## config.mk

```make
export PLATFORM = sky130hd
export DESIGN_NAME = fp_order_cmp
export DESIGN_NICKNAME = d
export VERILOG_FILES = /design/src/rtl/fp_order_cmp_pkg.sv /design/src/rtl/fp_order_classify.sv /design/src/rtl/fp_order_magcmp.sv /design/src/rtl/fp_order_relsel.sv /design/src/rtl/fp_order_cmp.sv
export SDC_FILE = /design/constraint.sdc
export NUM_CORES = 1
export LEC_CHECK = 0
export BUFFER_PORTS_ARGS = -buffer_cell sky130_fd_sc_hd__buf_2
export CAP_MARGIN = 20
export CORE_MARGIN = 1
export CORE_UTILIZATION = 49
export DETAILED_ROUTE_END_ITERATION = 6
export PLACE_DENSITY = 0.89
export SLEW_MARGIN = 10
export SYNTH_ARGS = -nofsm -noshare
export SYNTH_HDL_FRONTEND = slang
export SYNTH_SLANG_ARGS = --single-unit
```

## constraint.sdc

```tcl
create_clock -name vclk -period 4.8
set_input_delay 0.48 -clock vclk [all_inputs]
set_output_delay 0.48 -clock vclk [all_outputs]
set_load 0.03 [all_outputs]
```

## src/rtl/fp_order_cmp_pkg.sv

```systemverilog
package fp_order_cmp_pkg;
   typedef enum logic [2:0] {
      REL_EQ = 3'd0,
      REL_NE = 3'd1,
      REL_LT = 3'd2,
      REL_LE = 3'd3,
      REL_GT = 3'd4,
      REL_GE = 3'd5
   } rel_code_e;

   typedef struct packed {
      logic sign;
      logic is_nan;
      logic is_zero;
   } op_class_t;
endpackage

```

## src/rtl/fp_order_classify.sv

```systemverilog
module fp_order_classify #(
   parameter int EXP_W  = 8,
   parameter int FRAC_W = 23,
   localparam int WORD_W = 1 + EXP_W + FRAC_W,
   localparam int MAG_W  = EXP_W + FRAC_W
) (
   input  logic [WORD_W-1:0]              word,
   output fp_order_cmp_pkg::op_class_t    cls,
   output logic [MAG_W-1:0]               mag
);
   logic [EXP_W-1:0]  exp_f;
   logic [FRAC_W-1:0] frac_f;

   assign exp_f  = word[WORD_W-2 -: EXP_W];
   assign frac_f = word[FRAC_W-1:0];
   assign mag    = word[MAG_W-1:0];

   always_comb begin
      cls.sign    = word[WORD_W-1];
      cls.is_nan  = (&exp_f) && (|frac_f);
      cls.is_zero = ~|mag;
   end
endmodule

```

## src/rtl/fp_order_magcmp.sv

```systemverilog
module fp_order_magcmp #(
   parameter int MAG_W   = 31,
   parameter int CHUNK_W = 0,
   localparam int NCH    = (CHUNK_W > 0) ? (MAG_W + CHUNK_W - 1) / CHUNK_W : 1,
   localparam int PAD_W  = (CHUNK_W > 0) ? NCH * CHUNK_W : MAG_W
) (
   input  logic [MAG_W-1:0] mag_a,
   input  logic [MAG_W-1:0] mag_b,
   output logic             a_lt,
   output logic             a_eq
);
   generate
      if (CHUNK_W == 0) begin : g_flat
         assign a_lt = mag_a < mag_b;
         assign a_eq = mag_a == mag_b;
      end else begin : g_tree
         logic [PAD_W-1:0] pa, pb;
         logic [NCH-1:0]   c_lt, c_eq;
         assign pa = PAD_W'(mag_a);
         assign pb = PAD_W'(mag_b);
         for (genvar k = 0; k < NCH; k++) begin : g_chunk
            assign c_lt[k] = pa[k*CHUNK_W +: CHUNK_W] < pb[k*CHUNK_W +: CHUNK_W];
            assign c_eq[k] = pa[k*CHUNK_W +: CHUNK_W] == pb[k*CHUNK_W +: CHUNK_W];
         end
         always_comb begin
            logic lt_acc, eq_acc;
            lt_acc = 1'b0;
            eq_acc = 1'b1;
            for (int k = NCH - 1; k >= 0; k--) begin
               lt_acc = lt_acc | (eq_acc & c_lt[k]);
               eq_acc = eq_acc & c_eq[k];
            end
            a_lt = lt_acc;
            a_eq = eq_acc;
         end
      end
   endgenerate
endmodule

```

## src/rtl/fp_order_relsel.sv

```systemverilog
module fp_order_relsel (
   input  fp_order_cmp_pkg::op_class_t ca,
   input  fp_order_cmp_pkg::op_class_t cb,
   input  logic       mag_lt,
   input  logic       mag_eq,
   input  logic [2:0] cond,
   output logic       result,
   output logic       unordered
);
   import fp_order_cmp_pkg::*;
   logic rel_eq, rel_lt, rel_gt, both_zero;

   always_comb begin
      unordered = ca.is_nan | cb.is_nan;
      both_zero = ca.is_zero & cb.is_zero;
      rel_eq = 1'b0;
      rel_lt = 1'b0;
      if (!unordered) begin
         if (both_zero) begin
            rel_eq = 1'b1;
         end else if (ca.sign != cb.sign) begin
            rel_lt = ca.sign;
         end else begin
            rel_eq = mag_eq;
            rel_lt = ca.sign ? (!mag_lt && !mag_eq) : mag_lt;
         end
      end
      rel_gt = !unordered && !rel_eq && !rel_lt;
      unique case (cond)
         REL_EQ:  result = rel_eq;
         REL_NE:  result = !rel_eq;
         REL_LT:  result = rel_lt;
         REL_LE:  result = rel_lt | rel_eq;
         REL_GT:  result = rel_gt;
         REL_GE:  result = rel_gt | rel_eq;
         default: result = 1'b0;
      endcase
   end
endmodule

```

## src/rtl/fp_order_cmp.sv

```systemverilog
module fp_order_cmp #(
   parameter int EXP_W   = 8,
   parameter int FRAC_W  = 23,
   parameter int CHUNK_W = 8,
   localparam int WORD_W = 1 + EXP_W + FRAC_W,
   localparam int MAG_W  = EXP_W + FRAC_W
) (
   input  logic [WORD_W-1:0] op_a,
   input  logic [WORD_W-1:0] op_b,
   input  logic [2:0]        cond,
   output logic              result,
   output logic              unordered
);
   generate
      if (EXP_W < 2)               begin : g_bad_exp   $error("EXP_W must be at least 2"); end
      if (FRAC_W < 1)              begin : g_bad_frac  $error("FRAC_W must be at least 1"); end
      if (CHUNK_W < 0 || CHUNK_W > MAG_W) begin : g_bad_chunk $error("CHUNK_W out of range"); end
   endgenerate

   fp_order_cmp_pkg::op_class_t cls_a, cls_b;
   logic [MAG_W-1:0] mag_a, mag_b;
   logic m_lt, m_eq;

   fp_order_classify #(.EXP_W(EXP_W), .FRAC_W(FRAC_W)) u_cls_a (
      .word(op_a), .cls(cls_a), .mag(mag_a));
   fp_order_classify #(.EXP_W(EXP_W), .FRAC_W(FRAC_W)) u_cls_b (
      .word(op_b), .cls(cls_b), .mag(mag_b));

   fp_order_magcmp #(.MAG_W(MAG_W), .CHUNK_W(CHUNK_W)) u_mag (
      .mag_a(mag_a), .mag_b(mag_b), .a_lt(m_lt), .a_eq(m_eq));

   fp_order_relsel u_sel (
      .ca(cls_a), .cb(cls_b), .mag_lt(m_lt), .mag_eq(m_eq),
      .cond(cond), .result(result), .unordered(unordered));
endmodule

```

Word level (Yosys, flattened, before mapping)

Cells that the tools add are included.

Reductions and logical operators: 19
Bitwise logic cells: 13
Div/mod/pow operators: 0
Magnitude comparators: 4
Multipliers: 0
Add/subtract/negate cells: 0
Shift operators: 0
Multiplexer cells: 8
Eq/ne operators: 10

Operators by type and width:

| kind                                                            | number |
|---|---|
| 31-bit OR reduction                                             | 2 |
| 23-bit OR reduction                                             | 2 |
| 8-bit == test                                                   | 3 |
| 8-bit < comparator                                              | 3 |
| 8-bit AND reduction                                             | 2 |
| 1-bit bitwise AND                                               | 7 |
| 7-bit == test                                                   | 1 |
| 1-bit logical NOT                                               | 7 |
| 7-bit < comparator                                              | 1 |
| 1-bit two-way mux                                               | 7 |
| 3-bit by 2-bit == test with 1-bit output, second input constant | 2 |
| 3-bit == test, second input constant                            | 2 |
| 1-bit bitwise OR                                                | 6 |
| 1-bit case mux with 6 select lines                              | 1 |
| 1-bit logical AND                                               | 5 |
| 3-bit by 1-bit == test with 1-bit output, second input constant | 1 |
| 3-bit logical NOT                                               | 1 |
| 1-bit inequality test                                           | 1 |

ROM bits: 0
Memories: 0
RAM bits: 0
Latch bits: 0
Bits of input ports: 67
Output and inout bits: 2
Bits in registers: 0
Word-level logic and storage cells: 54

Logic depth before layout (Yosys ltp)

Word-level depth: 15
Mapped depth: 9
Gate-level depth less buffers: 9

Cells and area by module

From an unflattened synthesis, not the netlist that was laid out.

Cells, all modules: 220
Area, all modules: 1622.8 um^2

By module, submodules not included:

| module            | cells each | seq. area each (um^2) | times used | area an instance (um^2) |
|---|---|---|---|---|
| fp_order_magcmp   | 104        | 0.0                   | 1          | 782.0 |
| fp_order_classify | 48         | 0.0                   | 2          | 342.8 |
| fp_order_relsel   | 20         | 0.0                   | 1          | 155.1 |

Least setup slack after synthesis

No wires, ideal clock.

Path type: input port to output port
Start: input op_b[22]
End: output result
Cell stages on the path: 9
Setup slack: 1.161 ns
Buffers on the path: 0
Arrival: 3.159 ns
Data required time: 4.320 ns
Cell sequence: inv_1 > ha_1 > nand4_2 > or4_4 > or4_4 > o21ba_1 > or3_1 > a31o_1 > o2bb2ai_1

Cells in the longest elaborated chain, start to end: 15
Elaborated cells on any way between the ends: 35
Those cells by class: order compare (1); eq/ne (1); mux (8); bitwise (13); reduce/logical (12)

RTL lines:

| what                                                  | line                                         | text |
|---|---|---|
| start, declared                                       | fp_order_cmp.sv:9                            | `input logic [WORD_W-1:0] op_b,` |
| 8-bit < comparator or 8-bit == test (tied branches)   | fp_order_magcmp.sv:22, fp_order_magcmp.sv:23 |  |
| 1-bit bitwise AND (on tied branches)                  | fp_order_magcmp.sv:30, fp_order_magcmp.sv:31 |  |
| 1-bit bitwise OR (tied with other cells)              | fp_order_magcmp.sv:30                        | `lt_acc = lt_acc \| (eq_acc & c_lt[k]);` |
| 1-bit bitwise OR or 1-bit bitwise AND (tied branches) | fp_order_magcmp.sv:30                        |  |
| 1-bit bitwise OR                                      | fp_order_magcmp.sv:30                        |  |
| 1-bit logical NOT                                     | fp_order_relsel.sv:25                        | `rel_lt = ca.sign ? (!mag_lt && !mag_eq) : mag_lt;` |
| 1-bit logical AND                                     | fp_order_relsel.sv:25                        |  |
| 1-bit two-way mux                                     | fp_order_relsel.sv:25                        |  |
| 1-bit two-way mux                                     | fp_order_relsel.sv:21                        | `end else if (ca.sign != cb.sign) begin` |
| 1-bit two-way mux                                     | fp_order_relsel.sv:19                        | `if (both_zero) begin` |
| 1-bit two-way mux                                     | fp_order_relsel.sv:18                        | `if (!unordered) begin` |
| 1-bit logical NOT                                     | fp_order_relsel.sv:28                        | `rel_gt = !unordered && !rel_eq && !rel_lt;` |
| 1-bit logical AND                                     | fp_order_relsel.sv:28                        |  |
| 1-bit bitwise OR                                      | fp_order_relsel.sv:35                        | `REL_GE: result = rel_gt \| rel_eq;` |
| 1-bit case mux with 6 select lines (*)                | fp_order_relsel.sv:29                        | `unique case (cond)` |
| end, declared                                         | fp_order_cmp.sv:11                           | `output logic result,` |

Mark *: on every way between the ends. The rest lies on a longest branch, timed or not.

Final worst setup path

Same ends and word-level chain as after synthesis.

==> flow_summary.ini <==
[drt]
num_vias = 1416
drc = 0
vias_per_cell = 5.64
post_drt_wl_per_cell_um = 12.1
first_pass_iters = 5
ant_nets = 0
drt-initial-drc-count = 21
wirelength_um = 3030

[worst_setup_path]
critPathMaxFanout = 5
worstSetupPathType = input pin to output pin
cp.arrival_ps = 3210
critPathRequiredTime_ps = 4320
critical_path_buf_inv_count = 3
end_kind = output pin
start_kind = input pin
path_delay_family = simple AND/OR/NAND/NOR gates
worstPathCellList = buf_2 > inv_1 > ha_1 > nand4_2 > or4_4 > or4_4 > o21ba_1 > or3_1 > a31o_1 > o2bb2ai_1 > buf_2
cp_slowest_cell = or4_4
worst_path_largest_cell_delay_ps = 550

[grt]
grt_max_degree = 7
grt_pass1_vias = 1302
grt_pass1_wl_um = 5380
grt_usage_pct = 27.0
grt_antenna_before_repair = 0
overflow = 0

[min_path]
min_path_cells = 4
hold_end = result
hold_start = cond[2]
hp-class = input pin to output pin

[cts]
cts_setup_buffers = 0
cts_resized = 0
postCtsHoldBufs = 0

[die]
fp.dieW_um = 49.1
rows = 16
start_util_pct = 53.7
die_area_um2 = 2410
design.core.area_um2 = 2020
io_pins = 69
die_h_um = 49.1

[synthesis]
synth_top_area_cell = ha_1
syn_area_per_cell_um2 = 7.01
synth_cell_types = 32
ys_warn_count = 0
syn-cell-area_um2 = 1090
synth_top_area_share_pct = 35.7
synthTopCellsByCount = inv_1 (33), ha_1 (31), nor4_1 (16)
ys_top_cells_by_area = ha_1 (36%), inv_1 (11%), nor4_1 (9.2%)
yosysSeqAreaShare_pct = 0
syn_inst = 155
syn_nets = 253
synth.most_common_cell = inv_1

[timing]
fin_tns_setup_ps = 0
slew_headroom_pct = 59.6
rsz0062_at_grt = no
hold_viol = 0
slew_viol_final = 0
fin_crit_sh_pct = 76.9
tightest_slew_ps = 601
max_freq_mhz = 271
whs_ps = 1340
period_minus_slack_ps = 3690
setup_viol = 0

[layout]
seq_area_um2 = 0
fin_util_pct = 72.5
antenna_cells = 0
layout-drive-gt1-share_pct = 33.5
area_growth_pct = 34.9
n_sequential_cell = 0
clkbuf_count = 0
nets = 324

[placement]
port_buffers = 69
post-dp-hpwl_um = 2780
gp_congestion = 0.909

[power_and_ir_drop]
ir_worst_vdd_mv = 0.0404
p_leak_uw = 0.000806
cellPowerDensity_nw_per_um2 = 72.3

[flow_run]
maxCapViolations = 0

[run_status]
status = finished, final reports clean
-- layer usage --
metal  vias to the layer above  wire, µm  GRT usage [%]
met4                         0        61           4.90
met2                        54      1430           49.8
met5                         -         0              0
li1                        735         -              -
met3                         8       152          0.935
met1                       619      1390           34.4
-- placed cells by master, fill, tap and decap left out, types with 3 or more instances in the layout --
cell type	n
a211oi_1	3
o211ai_1	4
nor4_1	16
inv_1	33
buf_2	69
nor2b_1	3
nor2_1	9
nand2_1	4
nor3_1	4
o21ai_0	5
nand4_1	14
a21oi_1	7
ha_1	31
-- logic make-up after synthesis --
| group | synth area share [%] |
|---|---|
| compound gates | 19.9 |
| simple gates | 32.1 |
| buf+inv | 11.4 |
| fa+ha+maj | 35.7 |
| xor+xnor | 0.807 |
-- metrics by stage --
step | cells | total power, µW | cell area (µm²) | setup slack [ps]
floorplan | 155 | 55.1 | 1090 | 1160
global placement | 251 | 103 | 1470 | 1170
detailed placement | 251 | 104 | 1470 | 1120
CTS | 251 | 105 | 1470 | 1120
global route | 251 | 122 | 1470 | 957
finish | 251 | 106 | 1470 | 1110
-- worst max path at each step --
stage | start | endpoint | slack, ps | depth (start not counted)
floorplan | op_b[22] | result | 1160 | 9
global placement | op_b[23] | result | 1170 | 11
detailed placement | op_b[23] | result | 1120 | 11
CTS | op_b[23] | result | 1120 | 11
global route | op_b[22] | result | 960 | 11
finish | op_b[22] | result | 1110 | 11
-- worst min-delay path: stages --
cell and delay [ps]:
buf_2 80, a31o_1 80, o2bb2ai_1 50, buf_2 170
-- report_power, final --
| part | switching [µW] | internal [µW] |
|---|---|---|
| combinational | 55.1 | 50.9 |
| sequential | 0 | 0 |
| clock | 0 | 0 |
| total | 55.1 | 50.9 |
-- layout make-up --
class                           instances  area [µm²]
Inverter                               33         124
Fill cell                             191         557
Multi-Input combinational cell        122         962
Tap cell                               27        33.8
Timing Repair Buffer                   69         345
Note: power is estimated with default switching activity, not from simulation.
